===== src/rtl/usb_ls_tx_pkg.sv =====
package usb_ls_tx_pkg;
   typedef enum logic [2:0] {
      S_IDLE,
      S_PRE,
      S_TAKE,
      S_BIT,
      S_SE0,
      S_EOPJ
   } tx_state_e;
endpackage


===== src/rtl/usb_ls_slot_timer.sv =====
module usb_ls_slot_timer #(
   parameter int CLKS_PER_BIT = 8
) (
   input  logic clk,
   input  logic rst_n,
   input  logic restart_i,
   input  logic double_i,
   output logic tick_o
);
   localparam int TMR_W = $clog2(2 * CLKS_PER_BIT);
   localparam logic [TMR_W-1:0] ONE_LEN = TMR_W'(CLKS_PER_BIT - 1);
   localparam logic [TMR_W-1:0] TWO_LEN = TMR_W'(2 * CLKS_PER_BIT - 1);

   logic [TMR_W-1:0] cnt_q;

   always_ff @(posedge clk or negedge rst_n) begin
      if (!rst_n) begin
         cnt_q <= '0;
      end else if (restart_i) begin
         cnt_q <= double_i ? TWO_LEN : ONE_LEN;
      end else if (cnt_q != '0) begin
         cnt_q <= cnt_q - 1'b1;
      end
   end

   assign tick_o = (cnt_q == '0);


   slot_len_chk: assert property (@(posedge clk) disable iff (!rst_n)
      (restart_i && !double_i) |=> !tick_o);
endmodule


===== src/rtl/usb_ls_nrzi_stuffer.sv =====
module usb_ls_nrzi_stuffer #(
   parameter int          MAX_BYTES = 12,
   parameter int          STUFF_RUN = 6,
   parameter logic [7:0]  SYNC_BYTE = 8'h80,
   localparam int         CNT_W     = $clog2(MAX_BYTES + 1)
) (
   input  logic             clk,
   input  logic             rst_n,
   input  logic             load_i,
   input  logic [CNT_W-1:0] cnt_i,
   input  logic             adv_i,
   input  logic [7:0]       data_i,
   output logic             line_k_o,
   output logic             end_o,
   output logic [CNT_W-1:0] rd_idx_o
);
   localparam int RUN_W = $clog2(STUFF_RUN + 1);
   localparam logic [RUN_W-1:0] RUN_MAX = RUN_W'(STUFF_RUN);

   logic [7:0]       sh_q;
   logic [3:0]       nbits_q;
   logic [CNT_W-1:0] left_q;
   logic [RUN_W-1:0] ones_q;
   logic             line_q;
   logic [CNT_W-1:0] idx_q;

   logic       need_load;
   logic       stuff_due;
   logic [7:0] cur;

   always_comb begin
      need_load = (nbits_q == 4'd0) && (left_q != '0);
      stuff_due = (ones_q == RUN_MAX);
      cur       = need_load ? data_i : sh_q;
      end_o     = !stuff_due && (nbits_q == 4'd0) && (left_q == '0);
   end

   always_ff @(posedge clk or negedge rst_n) begin
      if (!rst_n) begin
         sh_q    <= '0;
         nbits_q <= '0;
         left_q  <= '0;
         ones_q  <= '0;
         line_q  <= 1'b0;
         idx_q   <= CNT_W'(1);
      end else if (load_i) begin
         sh_q    <= SYNC_BYTE;
         nbits_q <= 4'd8;
         left_q  <= cnt_i - 1'b1;
         ones_q  <= '0;
         line_q  <= 1'b0;
         idx_q   <= CNT_W'(1);
      end else if (adv_i && !end_o) begin
         if (stuff_due) begin
            line_q <= ~line_q;
            ones_q <= '0;
         end else begin
            sh_q    <= cur >> 1;
            nbits_q <= (need_load ? 4'd8 : nbits_q) - 4'd1;
            if (need_load) begin
               left_q <= left_q - 1'b1;
               idx_q  <= idx_q + 1'b1;
            end
            if (cur[0]) begin
               ones_q <= ones_q + 1'b1;
            end else begin
               line_q <= ~line_q;
               ones_q <= '0;
            end
         end
      end
   end

   assign line_k_o = line_q;
   assign rd_idx_o = idx_q;


   run_limit_chk: assert property (@(posedge clk) disable iff (!rst_n)
      ones_q <= RUN_MAX);


   stuff_toggle_chk: assert property (@(posedge clk) disable iff (!rst_n)
      (adv_i && !load_i && stuff_due) |=> (line_q != $past(line_q)));
endmodule


===== src/rtl/usb_ls_addr_hold.sv =====
module usb_ls_addr_hold #(
   parameter int ADDR_W = 7
) (
   input  logic              clk,
   input  logic              rst_n,
   input  logic              wr_i,
   input  logic [ADDR_W-1:0] wdata_i,
   input  logic              commit_i,
   output logic [ADDR_W-1:0] addr_o
);
   logic [ADDR_W-1:0] pend_q;
   logic [ADDR_W-1:0] act_q;

   always_ff @(posedge clk or negedge rst_n) begin
      if (!rst_n) begin
         pend_q <= '0;
         act_q  <= '0;
      end else begin
         if (wr_i)     pend_q <= wdata_i;
         if (commit_i) act_q  <= pend_q;
      end
   end

   assign addr_o = act_q;


   addr_hold_chk: assert property (@(posedge clk) disable iff (!rst_n)
      !commit_i |=> $stable(addr_o));
endmodule


===== src/rtl/usb_ls_tx.sv =====
module usb_ls_tx
   import usb_ls_tx_pkg::*;
#(
   parameter int  CLKS_PER_BIT = 8,
   parameter int  MIN_BYTES    = 2,
   parameter int  MAX_BYTES    = 12,
   parameter int  STUFF_RUN    = 6,
   parameter int  ADDR_W       = 7,
   localparam int CNT_W        = $clog2(MAX_BYTES + 1)
) (
   input  logic              clk,
   input  logic              rst_n,
   input  logic              start_i,
   input  logic [CNT_W-1:0]  byte_cnt_i,
   input  logic              data_pkt_i,
   output logic [CNT_W-1:0]  byte_idx_o,
   input  logic [7:0]        byte_i,
   input  logic              addr_wr_i,
   input  logic [ADDR_W-1:0] addr_i,
   output logic              dp_o,
   output logic              dm_o,
   output logic              oe_o,
   output logic              busy_o,
   output logic              done_o,
   output logic [ADDR_W-1:0] dev_addr_o
);
   localparam logic [CNT_W-1:0] CNT_LO = CNT_W'(MIN_BYTES);
   localparam logic [CNT_W-1:0] CNT_HI = CNT_W'(MAX_BYTES);

   generate
      if (CLKS_PER_BIT < 2) begin : g_bad_bit_len
         $error("CLKS_PER_BIT must be at least 2");
      end
      if (MIN_BYTES < 2 || MAX_BYTES < MIN_BYTES) begin : g_bad_count
         $error("byte count limits must satisfy 2 <= MIN_BYTES <= MAX_BYTES");
      end
      if (STUFF_RUN < 1) begin : g_bad_run
         $error("STUFF_RUN must be positive");
      end
   endgenerate

   tx_state_e state_q, state_d;
   logic      data_q;
   logic      done_q;
   logic      cnt_ok, accept, tick, adv, seq_end, restart, dbl, line_k, finish;

   assign cnt_ok = (byte_cnt_i >= CNT_LO) && (byte_cnt_i <= CNT_HI);
   assign accept = (state_q == S_IDLE) && start_i && cnt_ok;
   assign adv    = (state_q == S_TAKE) || ((state_q == S_BIT) && tick);
   assign finish = (state_q == S_EOPJ) && tick;
   assign restart = adv || ((state_q == S_SE0) && tick);
   assign dbl     = (state_q == S_BIT) && seq_end;

   always_comb begin
      state_d = state_q;
      unique case (state_q)
         S_IDLE: if (accept) state_d = S_PRE;
         S_PRE:  state_d = S_TAKE;
         S_TAKE: state_d = S_BIT;
         S_BIT:  if (tick && seq_end) state_d = S_SE0;
         S_SE0:  if (tick) state_d = S_EOPJ;
         S_EOPJ: if (tick) state_d = S_IDLE;
         default: state_d = S_IDLE;
      endcase
   end

   always_ff @(posedge clk or negedge rst_n) begin
      if (!rst_n) begin
         state_q <= S_IDLE;
         data_q  <= 1'b0;
         done_q  <= 1'b0;
      end else begin
         state_q <= state_d;
         done_q  <= finish;
         if (accept) data_q <= data_pkt_i;
      end
   end

   usb_ls_slot_timer #(
      .CLKS_PER_BIT (CLKS_PER_BIT)
   ) u_timer (
      .clk       (clk),
      .rst_n     (rst_n),
      .restart_i (restart),
      .double_i  (dbl),
      .tick_o    (tick)
   );

   usb_ls_nrzi_stuffer #(
      .MAX_BYTES (MAX_BYTES),
      .STUFF_RUN (STUFF_RUN),
      .SYNC_BYTE (8'h80)
   ) u_stuff (
      .clk      (clk),
      .rst_n    (rst_n),
      .load_i   (accept),
      .cnt_i    (byte_cnt_i),
      .adv_i    (adv),
      .data_i   (byte_i),
      .line_k_o (line_k),
      .end_o    (seq_end),
      .rd_idx_o (byte_idx_o)
   );

   usb_ls_addr_hold #(
      .ADDR_W (ADDR_W)
   ) u_addr (
      .clk      (clk),
      .rst_n    (rst_n),
      .wr_i     (addr_wr_i),
      .wdata_i  (addr_i),
      .commit_i (finish && data_q),
      .addr_o   (dev_addr_o)
   );

   always_comb begin
      dp_o = 1'b0;
      dm_o = 1'b0;
      oe_o = 1'b1;
      unique case (state_q)
         S_IDLE: oe_o = 1'b0;
         S_PRE:  begin oe_o = 1'b0; dm_o = 1'b1; end
         S_TAKE: dm_o = 1'b1;
         S_BIT:  begin dp_o = line_k; dm_o = ~line_k; end
         S_SE0:  ;
         S_EOPJ: dm_o = 1'b1;
         default: oe_o = 1'b0;
      endcase
   end

   assign busy_o = (state_q != S_IDLE);
   assign done_o = done_q;


   start_ignore_chk: assert property (@(posedge clk) disable iff (!rst_n)
      (busy_o && start_i) |=> (state_q != S_PRE));


   bad_count_chk: assert property (@(posedge clk) disable iff (!rst_n)
      (!busy_o && start_i && !cnt_ok) |=> !busy_o);


   done_pulse_chk: assert property (@(posedge clk) disable iff (!rst_n)
      done_o |=> !done_o);


   release_chk: assert property (@(posedge clk) disable iff (!rst_n)
      $fell(oe_o) |-> done_o);


   take_j_chk: assert property (@(posedge clk) disable iff (!rst_n)
      $rose(oe_o) |-> (dm_o && !dp_o));


   no_se1_chk: assert property (@(posedge clk) disable iff (!rst_n)
      !(dp_o && dm_o));
endmodule


===== config.mk =====
export PLATFORM = sky130hd
export DESIGN_NAME = usb_ls_tx
export DESIGN_NICKNAME = d
export VERILOG_FILES = /design/src/rtl/usb_ls_tx_pkg.sv /design/src/rtl/usb_ls_slot_timer.sv /design/src/rtl/usb_ls_nrzi_stuffer.sv /design/src/rtl/usb_ls_addr_hold.sv /design/src/rtl/usb_ls_tx.sv
export SDC_FILE = /design/constraint.sdc
export NUM_CORES = 1
export LEC_CHECK = 0
export BUFFER_PORTS_ARGS = -buffer_cell sky130_fd_sc_hd__buf_2
export CORE_UTILIZATION = 56
export DETAILED_ROUTE_END_ITERATION = 6
export PLACE_DENSITY_LB_ADDON = 0.08
export SYNTH_ARGS = -nofsm -noshare
export SYNTH_HDL_FRONTEND = slang
export SYNTH_HIERARCHICAL = 1
export SYNTH_SLANG_ARGS = --single-unit

===== constraint.sdc =====
create_clock -name clk -period 2.98 [get_ports clk]
set_input_delay 0.149 -clock clk [delete_from_list [all_inputs] [get_ports clk]]
set_output_delay 0.149 -clock clk [all_outputs]
set_load 0.05 [all_outputs]

==> impl_results.md <==
* Post-Synthesis Cell Area at 2540 um2
* Syn-to-layout area delta at 12.8%
* Status: finished clean
* Drt first pass iters at 4
* Post-detailed-route count of antenna-violating nets at 0
* #FFs+latches synth at 47
* CTS Root Cell: clkbuf_8
* Finished Cell Area at 2870 um2
* Placed inst area at 2770 um2
* Top layer in use: met4
* Cells after DPL at 301
* Drt initial violations at 92
* Initial core utilization at 0.583
* H-tree Lvls at 2
* Fin cells at 309
* Post-DP HPWL at 3370 um
* Nets at 286
* Layout cells sized above 1 at 0.311
* Clk pwr share at 0.167
* Routed WL at 4830 um
* Final Skew at 0.0116 ns
* Largest net degree at the start of global routing at 48
* CTS buffer count at 5
* Req. time, crit path at 3.18 ns
* I/O pins at 40
* Clock Pin Slew Worst Setup and Hold Paths at 0.10 ns
* Syn_nets at 244
* P_sw at 0.000943 W
* Max Root-Sink Buffers at 2
* Pwr Density at 816 nW/um2
* Syn Area/Cell at 11.9 um2
* Comb pwr share at 0.397
* Number of endpoints failing setup at the final stage at 0
* Via total after detailed routing at 1772
* Row count at 24
* Max Freq at 0.411 GHz
* Core ar. at 4350 um2
* GRT Util Overall at 0.212
* Area of the multi-input gates at 1260 um2
* Area leader, netlist: dfrtp_1
* Post-synthesis sequential area ratio at 0.464
* Switching share of power at 0.404
* Period utilization at 0.816
* Post-synth top area share at 0.453
* Seq. cell area at 1180 um2
* Crit path max fanout at 14
* CP Data Arrival Time at 2.63 ns
* YS warnings at 6
* Post-Route M1 WL at 2320 um
* Syn Inst Count at 214
* P_leak at 1.28 nW
* VDD IR max at 429 uV
* Routed WL per cell at 15.6 um
* Routability-driven placement congestion ratio at 0.854
* Post-CTS Setup Inserts at 0
* Die height at 69.3 um
* Total negative slack at 0 ns
* Synth cell types at 53
* Wire length on met3 at 158 um
* Grt total ovfl at 0
* Max-cap violations at 0
* Slew @ Worst Pin at 1.04 ns
* RSZ-0062 raised after global routing: no
* Hold slack at 0.0169 ns
* Fill cells at 365
* Reg power frac at 0.436
* Skew-Pair Late Insertion Delay at 0.30 ns
* FF-to-FF setup slack at 0.55 ns
* Worst setup SP type: flip-flop
* Vias per inst at 5.73
* Die width at 69.3 um
* Port-buffer cells at 39
* CTS resizes at 0
* Fin. max-slew vios at 0
* Min cycle time layout at 2.43 ns
* Top post-synthesis cells by area: dfrtp_1, mux2_4, mux2i_1
* P_int at 0.00139 W
* Wire length on met2 at 2300 um
* Die area at 4810 um2
* WS Path Type: reg2reg
* Remaining routing DRC violations at 0
* Hold_buf cts at 0
* Initial antenna violation count at 0
* Slew HR at 0.310
* CTS Sinks at 47
* Hold Violations, Final at 0
* Vias in the first global route at 1764
* # diodes at 0
* First-pass GRT wire length at 8200 um
* Worst Hold Class: in2async
* Critical Path Sink Type: flip-flop
* CTS tree: yes
worst paths after layout:
kind	endpoint	start	cells after the start
worst min-delay path	u_addr/addr_o[5]$_DFFE_PN0P_	rst_n	1
min in group clk	data_q$_DFFE_PN0P_	data_pkt_i	2
max in group asynchronous	u_stuff/ones_q[0]$_DFFE_PN0P_	rst_n	1
worst max register to register	u_stuff/line_k_o$_DFFE_PN0P_	state_q[1]$_DFFE_PN0P_	6
worst max-delay path	u_stuff/line_k_o$_DFFE_PN0P_	state_q[1]$_DFFE_PN0P_	6
worst min register to register	data_q$_DFFE_PN0P_	data_q$_DFFE_PN0P_	1
metrics by stage:
stage / total power, W / utilization / worst slack, ns
after floorplan: 0.00173 / - / 0.488
after global placement: 0.00193 / 0.636 / 0.569
after detailed placement: 0.00196 / 0.636 / 0.560
after CTS: 0.00236 / 0.658 / 0.544
after global routing: 0.00250 / 0.658 / 0.352
final: 0.00234 / 0.658 / 0.550
registers in the layout, indices dropped and copies added (netlist names):
signal / cells
u_addr/pend_q: 7
data_q: 1
u_stuff/line_k_o: 1
u_stuff/nbits_q: 4
u_stuff/sh_q: 8
u_stuff/left_q: 4
u_stuff/ones_q: 3
u_stuff/rd_idx_o: 4
u_addr/addr_o: 7
state_q: 3
done_o: 1
u_timer/cnt_q: 4
power by group through the flow:
stage	clock [W]	combinational (W)	sequential (W)
2_1_floorplan	0	0.000683	0.00105
3_3_place_gp	0	0.000905	0.00102
3_5_place_dp	0	0.000931	0.00102
4_1_cts	0.000406	0.000937	0.00101
5_1_grt	0.000426	0.00103	0.00104
6_report	0.000391	0.000928	0.00102
cell families after synthesis:
logic type                 share of synthesized area
buffers and inverters                         0.0409
adders and majority gates                     0.0296
DFF                                            0.464
xor gates and xnor gates                      0.0310
muxes                                          0.148
AOI/OAI and AO/OA                              0.147
and+or+nand+nor                                0.139
area by class of cell:
class	count	area share
clock inverter	3	0.00873
timing repair buffer	44	0.0812
tap	52	0.0227
inverter	10	0.0131
multi-input combinational	148	0.439
clock buffer	5	0.0240
sequential	47	0.411
cell usage in the layout (no fill, tap or decap), types with 6 or more instances in the layout:
master    synthesis  routed
a211oi_1         12      12
a21oi_1           9       9
buf_2             2      39
dfrtp_1          46      46
ha_1              6       6
inv_1            10      10
mux2_4           15      15
mux2i_1          14      14
nand2_1           7       7
nand2b_1          6       6
nor2_1           16      16
critical path, stage by stage, from the launching register on:
cell and delay, ns:
dfrtp_1 0.47, or3_4 0.42, and3b_2 0.40, buf_4 0.26, o32ai_4 0.13, a311oi_2 0.32, mux2_4 0.33
synth_stat cells (all sizes together):
library cell / instances
o41ai: 2
a211oi: 12
nand2: 7
nor3b: 2
o21ai: 5
a31o: 1
xnor2: 4
a21bo: 1
nand3: 4
clkbuf: 2
o21a: 1
nor4: 2
a311oi: 2
o21bai: 2
or4: 2
mux2: 16
o211ai: 2
and3: 2
mux2i: 14
a21boi: 2
nor2b: 1
a21oi: 9
nor3: 2
ha: 6
or3: 3
o31a: 2
a21o: 2
dfstp: 1
xor2: 5
dfrtp: 46
nand3b: 2
and3b: 1
nor2: 17
o2bb2ai: 1
nand4: 2
o211a: 1
o41a: 1
inv: 10
a221o: 1
and2: 1
nand2b: 6
o32ai: 1
or2: 1
buf: 7
routing by layer:
layer,global-route usage,vias up
li1,-,863
met1,0.299,867
met2,0.328,36
met3,0.0378,6
met4,0.0816,0
met5,0,-
(Power assumes the default switching activity.)
